<file path="src/rtl/pdsm_pkg.sv">
package pdsm_pkg;

  localparam int REG_W      = 32;
  localparam int SRC_SYS    = 0;
  localparam int SRC_CPU0   = 1;
  localparam int NUM_CPU    = 2;
  localparam int SRC_SRAM0  = 3;
  localparam int SRC_CRYPTO = 12;
  localparam int SRC_EXP0   = 16;
  localparam int NUM_EXP    = 4;

  // Domain index: 0 = system, 1..nsram = SRAM0.., nsram+1 = crypto.

  // Mask of the bits software may write in a domain's register.
  function automatic logic [REG_W-1:0] dom_wmask(int dom, int nsram);
    logic [REG_W-1:0] m;
    m = '0;
    if (dom == 0) begin
      m[SRC_SYS] = 1'b1;
      for (int k = 0; k < NUM_EXP; k++) m[SRC_EXP0 + k] = 1'b1;
    end else if (dom <= nsram) begin
      m[SRC_SYS] = 1'b1;
      for (int k = 0; k < NUM_CPU; k++) m[SRC_CPU0 + k] = 1'b1;
      m[SRC_SRAM0 + dom - 1] = 1'b1;
      for (int k = 0; k < NUM_EXP; k++) m[SRC_EXP0 + k] = 1'b1;
    end
    return m;
  endfunction

  // Bits fixed at 1: only the system domain has any.
  function automatic logic [REG_W-1:0] dom_tied1(int dom, int nsram);
    logic [REG_W-1:0] m;
    m = '0;
    if (dom == 0) begin
      for (int k = 0; k < NUM_CPU; k++) m[SRC_CPU0 + k] = 1'b1;
      for (int k = 0; k < nsram; k++) m[SRC_SRAM0 + k] = 1'b1;
      m[SRC_CRYPTO] = 1'b1;
    end
    return m;
  endfunction

  // Reset value of the writable bits.
  function automatic logic [REG_W-1:0] dom_rstval(int dom);
    logic [REG_W-1:0] m;
    m = '0;
    if (dom == 0) m[SRC_SYS] = 1'b1;
    return m;
  endfunction

  // Byte offset of a domain's register.
  function automatic logic [REG_W-1:0] dom_offset(int dom, int nsram);
    logic [REG_W-1:0] off;
    if (dom == 0)          off = 32'h200;
    else if (dom <= nsram) off = 32'h20C + 32'(4 * (dom - 1));
    else                   off = 32'h21C;
    return off;
  endfunction

  // Keep-awake decision for one domain.
  function automatic logic any_awake(logic [REG_W-1:0] sense, logic [REG_W-1:0] src);
    return |(sense & src);
  endfunction

endpackage

</file>
<file path="src/rtl/pdsm_sense_reg.sv">
module pdsm_sense_reg
  import pdsm_pkg::*;
#(
  parameter int DOM      = 0,
  parameter int NUM_SRAM = 4
) (
  input  logic             clk,
  input  logic             rst_n,
  input  logic             wr_en,
  input  logic [REG_W-1:0] wdata,
  output logic [REG_W-1:0] sense
);

  localparam logic [REG_W-1:0] WMASK = dom_wmask(DOM, NUM_SRAM);
  localparam logic [REG_W-1:0] TIED1 = dom_tied1(DOM, NUM_SRAM);
  localparam logic [REG_W-1:0] RSTV  = dom_rstval(DOM) & WMASK;

  logic [REG_W-1:0] q;

  always_ff @(posedge clk or negedge rst_n) begin
    if (!rst_n)     q <= RSTV;
    else if (wr_en) q <= (wdata & WMASK) | (q & ~WMASK);
  end

  // Writable bits come from storage, fixed bits from the constants.
  assign sense = (q & WMASK) | TIED1;

endmodule

</file>
<file path="src/rtl/pdsm_bus_dec.sv">
module pdsm_bus_dec
  import pdsm_pkg::*;
#(
  parameter int NUM_SRAM = 4,
  parameter int NUM_DOM  = NUM_SRAM + 2,
  parameter int ADDR_W   = 12
) (
  input  logic                     bus_sel,
  input  logic                     bus_write,
  input  logic [1:0]               bus_size,
  input  logic [ADDR_W-1:0]        bus_addr,
  input  logic [NUM_DOM*REG_W-1:0] sense_flat,
  output logic                     wr_fire,
  output logic [NUM_DOM-1:0]       wr_hit,
  output logic [REG_W-1:0]         bus_rdata
);

  localparam logic [1:0] SIZE_WORD = 2'b10;

  logic [NUM_DOM-1:0] addr_hit;
  logic               rd_fire;

  assign wr_fire = bus_sel & bus_write & (bus_size == SIZE_WORD);
  assign rd_fire = bus_sel & ~bus_write;

  for (genvar d = 0; d < NUM_DOM; d++) begin : g_dec
    localparam logic [ADDR_W-1:0] OFF = ADDR_W'(dom_offset(d, NUM_SRAM));
    assign addr_hit[d] = (bus_addr == OFF);
    assign wr_hit[d]   = wr_fire & addr_hit[d];
  end

  always_comb begin
    bus_rdata = '0;
    for (int d = 0; d < NUM_DOM; d++)
      if (rd_fire && addr_hit[d]) bus_rdata = sense_flat[d*REG_W +: REG_W];
  end

endmodule

</file>
<file path="src/rtl/pdsm_keep_eval.sv">
module pdsm_keep_eval
  import pdsm_pkg::*;
#(
  parameter int NUM_SRAM = 4,
  parameter int NUM_DOM  = NUM_SRAM + 2
) (
  input  logic [NUM_DOM*REG_W-1:0] sense_flat,
  input  logic                     sys_on,
  input  logic [NUM_CPU-1:0]       cpu_on,
  input  logic [NUM_SRAM-1:0]      sram_on,
  input  logic                     crypto_on,
  input  logic [NUM_EXP-1:0]       exp_in,
  output logic [REG_W-1:0]         src_vec,
  output logic [NUM_DOM-1:0]       keep
);

  always_comb begin
    src_vec                          = '0;
    src_vec[SRC_SYS]                 = sys_on;
    src_vec[SRC_CPU0 +: NUM_CPU]     = cpu_on;
    src_vec[SRC_SRAM0 +: NUM_SRAM]   = sram_on;
    src_vec[SRC_CRYPTO]              = crypto_on;
    src_vec[SRC_EXP0 +: NUM_EXP]     = exp_in;
  end

  for (genvar d = 0; d < NUM_DOM; d++) begin : g_keep
    assign keep[d] = any_awake(sense_flat[d*REG_W +: REG_W], src_vec);
  end

endmodule

</file>
<file path="src/rtl/pdsm_matrix.sv">
// NUM_SRAM must lie in 1..4: the SRAM bits occupy positions 3..6.
module pdsm_matrix
  import pdsm_pkg::*;
#(
  parameter int NUM_SRAM = 4,
  parameter int ADDR_W   = 12
) (
  input  logic                clk,
  input  logic                rst_n,
  input  logic                bus_sel,
  input  logic                bus_write,
  input  logic [1:0]          bus_size,
  input  logic [ADDR_W-1:0]   bus_addr,
  input  logic [31:0]         bus_wdata,
  output logic [31:0]         bus_rdata,
  input  logic                sys_on,
  input  logic [1:0]          cpu_on,
  input  logic [NUM_SRAM-1:0] sram_on,
  input  logic                crypto_on,
  input  logic [3:0]          exp_in,
  output logic                keep_sys,
  output logic [NUM_SRAM-1:0] keep_sram,
  output logic                keep_crypto
);

  localparam int NUM_DOM = NUM_SRAM + 2;

  logic                     wr_fire;
  logic [NUM_DOM-1:0]       wr_hit;
  logic [NUM_DOM*REG_W-1:0] sense_flat;
  logic [REG_W-1:0]         src_vec;
  logic [NUM_DOM-1:0]       keep;

  pdsm_bus_dec #(.NUM_SRAM(NUM_SRAM), .NUM_DOM(NUM_DOM), .ADDR_W(ADDR_W)) u_dec (
    .bus_sel    (bus_sel),
    .bus_write  (bus_write),
    .bus_size   (bus_size),
    .bus_addr   (bus_addr),
    .sense_flat (sense_flat),
    .wr_fire    (wr_fire),
    .wr_hit     (wr_hit),
    .bus_rdata  (bus_rdata)
  );

  for (genvar d = 0; d < NUM_DOM; d++) begin : g_reg
    pdsm_sense_reg #(.DOM(d), .NUM_SRAM(NUM_SRAM)) u_reg (
      .clk   (clk),
      .rst_n (rst_n),
      .wr_en (wr_hit[d]),
      .wdata (bus_wdata),
      .sense (sense_flat[d*REG_W +: REG_W])
    );
  end

  pdsm_keep_eval #(.NUM_SRAM(NUM_SRAM), .NUM_DOM(NUM_DOM)) u_eval (
    .sense_flat (sense_flat),
    .sys_on     (sys_on),
    .cpu_on     (cpu_on),
    .sram_on    (sram_on),
    .crypto_on  (crypto_on),
    .exp_in     (exp_in),
    .src_vec    (src_vec),
    .keep       (keep)
  );

  assign keep_sys    = keep[0];
  assign keep_sram   = keep[NUM_SRAM:1];
  assign keep_crypto = keep[NUM_DOM-1];

endmodule

</file>
<file path="config.mk">
export PLATFORM = sky130hd
export DESIGN_NAME = pdsm_matrix
export DESIGN_NICKNAME = d
export VERILOG_FILES = /design/src/rtl/pdsm_pkg.sv /design/src/rtl/pdsm_sense_reg.sv /design/src/rtl/pdsm_bus_dec.sv /design/src/rtl/pdsm_keep_eval.sv /design/src/rtl/pdsm_matrix.sv
export SDC_FILE = /design/constraint.sdc
export NUM_CORES = 1
export LEC_CHECK = 0
export BUFFER_PORTS_ARGS = -buffer_cell sky130_fd_sc_hd__buf_2
export CORE_UTILIZATION = 48
export DETAILED_ROUTE_END_ITERATION = 10
export GPL_TIMING_DRIVEN = 0
export PLACE_DENSITY = 0.8
export REMOVE_ABC_BUFFERS = 1
export SLEW_MARGIN = 0
export SYNTH_ARGS = -nofsm -noshare
export SYNTH_HDL_FRONTEND = slang
export SYNTH_SLANG_ARGS = --single-unit
export TNS_END_PERCENT = 5
</file>
<file path="constraint.sdc">
create_clock -name clk -period 2.5 [get_ports clk]
set_clock_uncertainty 0.2 [all_clocks]
set_input_delay 0.25 -clock clk [delete_from_list [all_inputs] [get_ports clk]]
set_output_delay 0.25 -clock clk [all_outputs]
set_load 0.05 [all_outputs]
</file>
[Word level (Yosys, flattened, before mapping)]
Cells that the tools add are included.
Operators by class
  equal/unequal tests: 7
  mux-type cells: 6
  bitwise gates (word level): 19
  reductions and logical operators: 11
Operators by type and width (count)
  $or A20 B32 Y32: 5
  $reduce_or A32 Y1: 5
  $mux W20: 6
  $and A20 B20 Y20: 5
  $eq A12 B10 Y1 const B: 6
  $and A1 B1 Y1: 8
  $logic_and A1 B1 Y1: 6
  $eq A2 B2 Y1 const B: 1
  $not A1 Y1: 1
Word-level totals
  bits in registers: 160
  input bits: 62
  output and inout bits: 38
  logic and storage cells: 48

[Depth between registers and ports, before layout]
Gate-level depths: netlist of the first run.
  depth in word-level cells: 9
  depth in mapped cells: 5
  gate-level depth less buffers: 4

[By module]
From an unflattened synthesis of the first run, not the netlist that was laid out.
Second synthesis, totals
  cells, all modules: 681
  area, all modules: 5398.9 µm²
By module, submodules not included
  pdsm_bus_dec: times used 1, cells an instance 366, area an instance 2104.5 µm², seq. area each 0.0 µm²
  pdsm_sense_reg at g_reg[1].u_reg ...: times used 4, cells an instance 42, area an instance 515.5 µm², seq. area each 200.2 µm²
  pdsm_keep_eval: times used 1, cells an instance 75, area an instance 595.6 µm², seq. area each 0.0 µm²
  pdsm_sense_reg at g_reg[0].u_reg: times used 1, cells an instance 39, area an instance 392.9 µm², seq. area each 126.4 µm²
  pdsm_sense_reg at g_reg[5].u_reg: times used 1, cells an instance 33, area an instance 244.0 µm², seq. area each 0.0 µm²

[Least setup slack after synthesis of the first run]
Ideal clock, no wire load.
  path kind: input port to output port
  start point: in bus_write
  end point: out bus_rdata[2]
  arrival: 2.468 ns
  slack: -0.418 ns
  stages on the path: 5
  cells stage by stage: or4b_4 buf_6 nor4_1 o22ai_1 a221oi_1
Between the ends
  cells in the longest elaborated chain, start to end: 9
  elaborated cells between the ends (all ways): 14
  those cells by class: 6 x mux; 2 x bitwise; 6 x reduce/logical
RTL lines
  start, declared: line pdsm_matrix.sv:11  | input logic bus_write,
  $not A1 Y1 (*): line pdsm_bus_dec.sv:24  | assign rd_fire = bus_sel & ~bus_write;
  $and A1 B1 Y1 (*): line pdsm_bus_dec.sv:24
  $logic_and A1 B1 Y1: line pdsm_bus_dec.sv:35  | if (rd_fire && addr_hit[d]) bus_rdata = sense_flat[d*REG_W +: REG_W];
  $mux W20 (5 in series): line pdsm_bus_dec.sv:35
  $mux W20 (*): line pdsm_bus_dec.sv:35
  end, declared: line pdsm_matrix.sv:15  | output logic [31:0] bus_rdata,
Mark *: on every way between the ends. The rest lies on a longest branch, timed or not.

[Worst setup path in the final report of the first run]
  start point: in bus_write
  end point: out bus_rdata[16]
Same word-level chain as after synthesis.

==> flow_metrics.tcl, run 1 <==
set metrics [dict create \
    synth-main-ff-cell "dfrtp_1" \
    rsz0062_at_grt "true" \
    seqPwrFrac_pct 50.8 \
    fp-row-count 25 \
    grt_pass1_vias 1972 \
    path_max_fanout 10 \
    critPathBufInv 2 \
    maxCapViolCount 0 \
    tightest_slew_ps 857.9 \
    overflow 0 \
    dr_wl_met3_um 707 \
    final_hold_viol_count 0 \
    drt-total-wl_um 6641 \
    hold_path_class "in2reg" \
    syn_inst 219 \
    antenna_found_initial 0 \
    synth_seq_cells 37 \
    start_util_pct 49.79 \
    final_cells 337 \
    h-tree-depth 2 \
    share_comb_of_total_power_pct 15.5 \
    setup_violations 0 \
    ant_nets 0 \
    drc 0 \
    grt_max_degree 38 \
    p_switching_uw 344.8 \
    slowest_stage "or4b_4" \
    crit_path_end_kind "output port" \
    drive_gt1_share_pct 41.34 \
    ys_warn_count 0 \
    netlist_area_um2 2336 \
    cts_root_buf "clkbuf_8" \
    clk_path_buf_depth 2 \
    syn_to_final_growth_pct 17.03 \
    cts-buffers-inserted 5 \
    finalMaxSlewViolations 0 \
    dr.pass1.iters 5 \
    switching_share_pct 29.26 \
    grt_pass1_wl_um 10070 \
    dp_cells 322 \
    cts_sinks 37 \
    synth.most_common_cell "mux2_2" \
    largest_register_ff_count 37 \
    synthTopCellsByArea "dfrtp_1 (39%), mux2_2 (18%), buf_4 (6.7%), a22oi_1 (6.4%), nand4_1 (2.7%)" \
    slowest_delay_ps 620 \
    viasPerCell 6.362 \
    pre_cts_ws_ps -196.4 \
    min_period_ps 2454 \
    top_regs "g.u_reg.q x37" \
    clk_latency_ps 280 \
    met1_length_um 2747 \
    yosys.area.top_type "dfrtp_1" \
    dieArea_um2 5150 \
    min_period_over_period_pct 98.17 \
    synth_edf_count 0 \
    power_density_nw_per_um2 431.1 \
    synth_top_area_share_pct 38.56 \
    largest-register "g.u_reg.q" \
    clkPwrFrac_pct 33.7 \
    ys_seq_area_share_pct 39.69 \
    synth_cell_types 42 \
    core_area_um2 4692 \
    crit_type "in2out" \
    tritoncts "done" \
    clkTransAtPathRegs_ps 70 \
    crit_arrival_ps 2000 \
    p_int_uw 833.8 \
    gp_congestion 0.9249 \
    grt.total_usage_pct 26.41 \
    dp.final_hpwl_um 4810 \
    top_layer "met4" \
    setup_tns_ps 0 \
    fin_ws_ps 45.79 \
    ir_drop_mv 0.3802 \
    wire_per_inst_um 19.71 \
    antenna_cells 0 \
    final_nets 344 \
    start_kind "primary input" \
    met2_length_um 2984 \
    status "finished, final reports clean" \
    drt_iter0_markers 232 \
    die_w_um 71.76 \
    maxSlewHeadroom_pct 42.50 \
    die_h_um 71.76 \
    design.portCount 100 \
    crit_chain "buf_2 -> or4b_4 -> or4_1 -> a21oi_1 -> buf_2" \
    synth_top_cells_by_count "mux2_2 (38), dfrtp_1 (36), buf_4 (21)" \
    cpLargestDelayFamily "simple AND/OR/NAND/NOR gates" \
    synth_area_per_cell_um2 10.67 \
    cp.required_ps 2050 \
    async_flop_share_pct 100.0 \
    crit_top_cell "buf_2" \
    clock.fmax_ghz 0.4075 \
    num_vias 2144 \
    p_leak_nw 1.296 \
    port_buffers 57 \
]
-- final timing paths --
| path | cells past startpoint | to | slack, ps | from |
|---|---|---|---|---|
| max | 5 | bus_rdata[16] | 50 | bus_write |
| max in group asynchronous | 2 | g_reg[0].u_reg.q[17]$_DFFE_PN0P_ | 1190 | rst_n |
| min | 2 | g_reg[2].u_reg.q[2]$_DFFE_PN0P_ | 40 | bus_wdata[2] |
| min in group asynchronous | 2 | g_reg[3].u_reg.q[2]$_DFFE_PN0P_ | 390 | rst_n |
| min reg2reg | 1 | g_reg[4].u_reg.q[17]$_DFFE_PN0P_ | 330 | g_reg[4].u_reg.q[17]$_DFFE_PN0P_ |
| max reg2reg | 1 | g_reg[4].u_reg.q[2]$_DFFE_PN0P_ | 1470 | g_reg[4].u_reg.q[2]$_DFFE_PN0P_ |
-- layout make-up --
type	count	area [um2]
Sequential cell	37	927.1
Clock inverter	2	10.01
Fill cell	407	1958
Clock buffer	6	72.57
Timing Repair Buffer	64	352.8
Inverter	4	15.01
Multi-Input combinational cell	170	1289
Tap cell	54	67.56
-- cells by family (layout without fill, tap and decap cells) --
kind of cell | Yosys count | after routing | synth area share [%]
buffers and inverters | 32 | 76 | 8.944
multiplexers | 38 | 38 | 18.32
AO/OA/AOI/OAI | 46 | 46 | 14.41
flip-flops | 37 | 37 | 39.69
AND/OR/NAND/NOR | 65 | 65 | 18.48
other | 1 | 21 | 0.1605
-- power groups by stage --
stage | clock network (mW) | logic [mW] | registers [mW]
global placement | 0 | 0.168 | 0.611
floorplan | 0 | 0.0936 | 0.611
detailed placement | 0 | 0.170 | 0.611
finish | 0.397 | 0.182 | 0.599
CTS | 0.402 | 0.177 | 0.599
global route | 0.420 | 0.194 | 0.599
-- metal layers --
metal	vias to the layer above	track usage, %
met5	-	0
met4	0	10.68
met2	168	41.93
met3	24	4.501
met1	1023	36.06
li1	929	-
-- layout by cell type (no fill, tap or decap), types with 4 or more instances in the layout --
| cell | netlist | final |
|---|---|---|
| dlygate4sd3_1 | 0 | 5 |
| or4_1 | 5 | 5 |
| nor2_1 | 5 | 5 |
| o22ai_1 | 6 | 6 |
| clkbuf_8 | 0 | 5 |
| nor2b_1 | 5 | 5 |
| a22oi_1 | 20 | 20 |
| nand2_1 | 7 | 6 |
| conb_1 | 1 | 21 |
| buf_2 | 2 | 56 |
| nor3_1 | 4 | 4 |
| a21oi_1 | 7 | 7 |
| nand4_1 | 10 | 10 |
| dfrtp_1 | 36 | 36 |
| mux2_2 | 38 | 38 |
| o211ai_1 | 4 | 4 |
| inv_1 | 4 | 4 |
-- metrics by stage --
step | util [%] | hold WS [ps] | cell area (um2) | total power [mW]
2_1_floorplan | - | -245.6 | 2217 | 0.7043
3_3_place_gp | 54.77 | 170.8 | 2570 | 0.7784
3_5_place_dp | 54.77 | 182.8 | 2570 | 0.7802
4_1_cts | 57.76 | 34.58 | 2710 | 1.177
5_1_grt | 58.27 | 42.39 | 2734 | 1.213
6_report | 58.27 | 36.71 | 2734 | 1.179
-- repair_timing --
action                                  CTS  global route
hold buffers                              5             0
endpoints found under the setup margin    4             6
gates resized for setup                   2             3
buffers inserted                          0             2
hold endpoints to repair                 40             0
pin swaps                                 1             2
cloned                                    0             0
No activity file was read; power rests on OpenSTA's default activity.
==> run 2: changes to the inputs <==
--- a/config.mk
+++ b/config.mk
@@ -6,10 +6,10 @@
 export NUM_CORES = 1
 export LEC_CHECK = 0
 export BUFFER_PORTS_ARGS = -buffer_cell sky130_fd_sc_hd__buf_2
-export CORE_UTILIZATION = 48
+export CORE_UTILIZATION = 52
 export DETAILED_ROUTE_END_ITERATION = 10
 export GPL_TIMING_DRIVEN = 0
-export PLACE_DENSITY = 0.8
+export PLACE_DENSITY = 0.88
 export REMOVE_ABC_BUFFERS = 1
 export SLEW_MARGIN = 0
 export SYNTH_ARGS = -nofsm -noshare
==> constraint.sdc (replaced) <==
create_clock -name clk -period 3.01 [get_ports clk]
set_clock_uncertainty 0.2 [all_clocks]
set_input_delay 0.301 -clock clk [delete_from_list [all_inputs] [get_ports clk]]
set_output_delay 0.301 -clock clk [all_outputs]
set_load 0.05 [all_outputs]
==> run 2 against run 1 <==
Against the previous run: worst hold slack worse by 2.0 ps; register-to-register slack better by 520 ps; non-clock buffer count down 6; sequential cell count unchanged; clock-buffer cell count unchanged; worst setup slack better by 270 ps; die area down 7.5%; sequential share of layout area up 0.94 points; clock power down 16%; sequential power down 17%; first-iteration DRC count up 49%; largest cell class unchanged; highest routed layer unchanged.
==> flow_metrics.tcl, run 2 (same netlist as run 1, synthesis figures left out) <==
set metrics [dict create \
    seq_area_um2 927.1 \
    antenna_found_initial 0 \
    crit_arrival_ps 2200 \
    dp.final_hpwl_um 4701 \
    cp.required_ps 2510 \
    hold_path_class "in2reg" \
    largest_register_ff_count 37 \
    syn_to_final_growth_pct 13.87 \
    clkTransAtPathRegs_ps 70 \
    drt_iter0_markers 345 \
    maxSlewHeadroom_pct 47.06 \
    final_hold_viol_count 0 \
    min_period_over_period_pct 89.60 \
    setup_tns_ps 0 \
    final_common_cell "buf_2" \
    dr_wl_met3_um 696 \
    drt-total-wl_um 6192 \
    grt.total_usage_pct 26.78 \
    status "finished, final reports clean" \
    overflow 0 \
    clock.fmax_ghz 0.3708 \
    grt_max_degree 38 \
    power_density_nw_per_um2 365.4 \
    met2_length_um 2800 \
    tightest_slew_ps 794.2 \
    rsz0062_at_grt "false" \
    fp-row-count 24 \
    setup_violations 0 \
    multiInputGateArea_um2 1275 \
    start_kind "primary input" \
    largest-register "g.u_reg.q" \
    p_total_uw 972.1 \
    dr.pass1.iters 5 \
    min_period_ps 2697 \
    postCtsHoldBufs 1 \
    finalMaxSlewViolations 0 \
    drc 0 \
    top_layer "met4" \
    final_cell_mix "buf_2 (57), mux2_2 (38), dfrtp_1 (36)" \
    cts_resized 0 \
    tritoncts "done" \
    drive_gt1_share_pct 40.79 \
    crit_path_end_kind "output port" \
    cts_sinks 37 \
    fin_ws_ps 313.0 \
    maxCapViolCount 0 \
    met1_length_um 2479 \
    start_util_pct 54.02 \
    gp_congestion 0.9892 \
    core_area_um2 4324 \
    final_nets 338 \
    die_w_um 69.03 \
    ant_nets 0 \
    path_max_fanout 13 \
    cts-buffers-inserted 5 \
    viasPerCell 6.426 \
    pre_cts_ws_ps 352.0 \
    cts_root_buf "clkbuf_8" \
    postCtsSetupBuffers 0 \
    ir_drop_mv 0.3516 \
    top_regs "g.u_reg.q x37" \
    wire_per_inst_um 18.82 \
    dp_cells 320 \
    antenna_cells 0 \
    grt_pass1_wl_um 9887 \
    die_h_um 69.03 \
    p_leak_nw 1.254 \
    fill_cells 380 \
    grt_pass1_vias 1976 \
    crit_type "in2out" \
    port_buffers 57 \
    num_vias 2114 \
    dieArea_um2 4764 \
    design.portCount 100 \
    clk_path_buf_depth 2 \
    final_cells 329 \
    h-tree-depth 2 \
    clk_latency_ps 290 \
]
-- run 2: cell types whose count changed in the layout (fill, tap and decap cells not counted) --
cell,delta
nor4b_1,+1
nor4b_2,-1
dlygate4sd3_1,-4
buf_4,-3
nand2_1,+1
buf_2,+1
nand2_4,-1
-- run 2: worst max-delay path: stages --
cell and delay (ps):
buf_2 110, nor4b_4 390, nand2_1 360, or4_1 550, a21oi_1 180, buf_2 300
-- run 2: through the flow --
step | hold WS [ps] | cell area (um2) | util (%)
after floorplan | -194.6 | 2217 | -
after global placement | 221.2 | 2567 | 59.38
after detailed placement | 235.1 | 2567 | 59.38
after CTS | 28.26 | 2660 | 61.52
after global routing | 35.46 | 2660 | 61.52
final | 34.67 | 2660 | 61.52
-- run 2: area by class of cell --
class	count	share of cell area [%]
clock buffers	6	2.728
clock inverters	2	0.3763
inverters	4	0.5644
multi-input cells	170	47.93
flip-flops and latches	37	34.85
well taps	52	2.446
repair buffers	58	11.10
-- run 2: worst paths after layout --
check / from / depth (start not counted) / slack, ps / to
max: bus_addr[11] / 6 / 310 / bus_rdata[16]
min: bus_wdata[3] / 2 / 30 / g_reg[1].u_reg.q[3]$_DFFE_PN0P_
max reg2reg: g_reg[2].u_reg.q[4]$_DFFE_PN0P_ / 1 / 1990 / g_reg[2].u_reg.q[4]$_DFFE_PN0P_
min reg2reg: g_reg[0].u_reg.q[18]$_DFFE_PN0P_ / 1 / 350 / g_reg[0].u_reg.q[18]$_DFFE_PN0P_
max in group asynchronous: rst_n / 2 / 1660 / g_reg[0].u_reg.q[19]$_DFFE_PN0P_
min in group asynchronous: rst_n / 2 / 430 / g_reg[3].u_reg.q[2]$_DFFE_PN0P_
-- run 2: routing by layer --
metal	global-route usage [%]	vias to the layer above
li1	-	914
met1	36.44	1003
met2	39.70	173
met3	5.848	24
met4	14.74	0
met5	0	-
-- run 2: report_power, final --
group / total [mW] / switching [mW] / internal [mW]
logic: 0.143 / 0.112 / 0.0303
clock network: 0.332 / 0.171 / 0.160
registers: 0.498 / 0.000333 / 0.497
total: 0.972 / 0.284 / 0.688
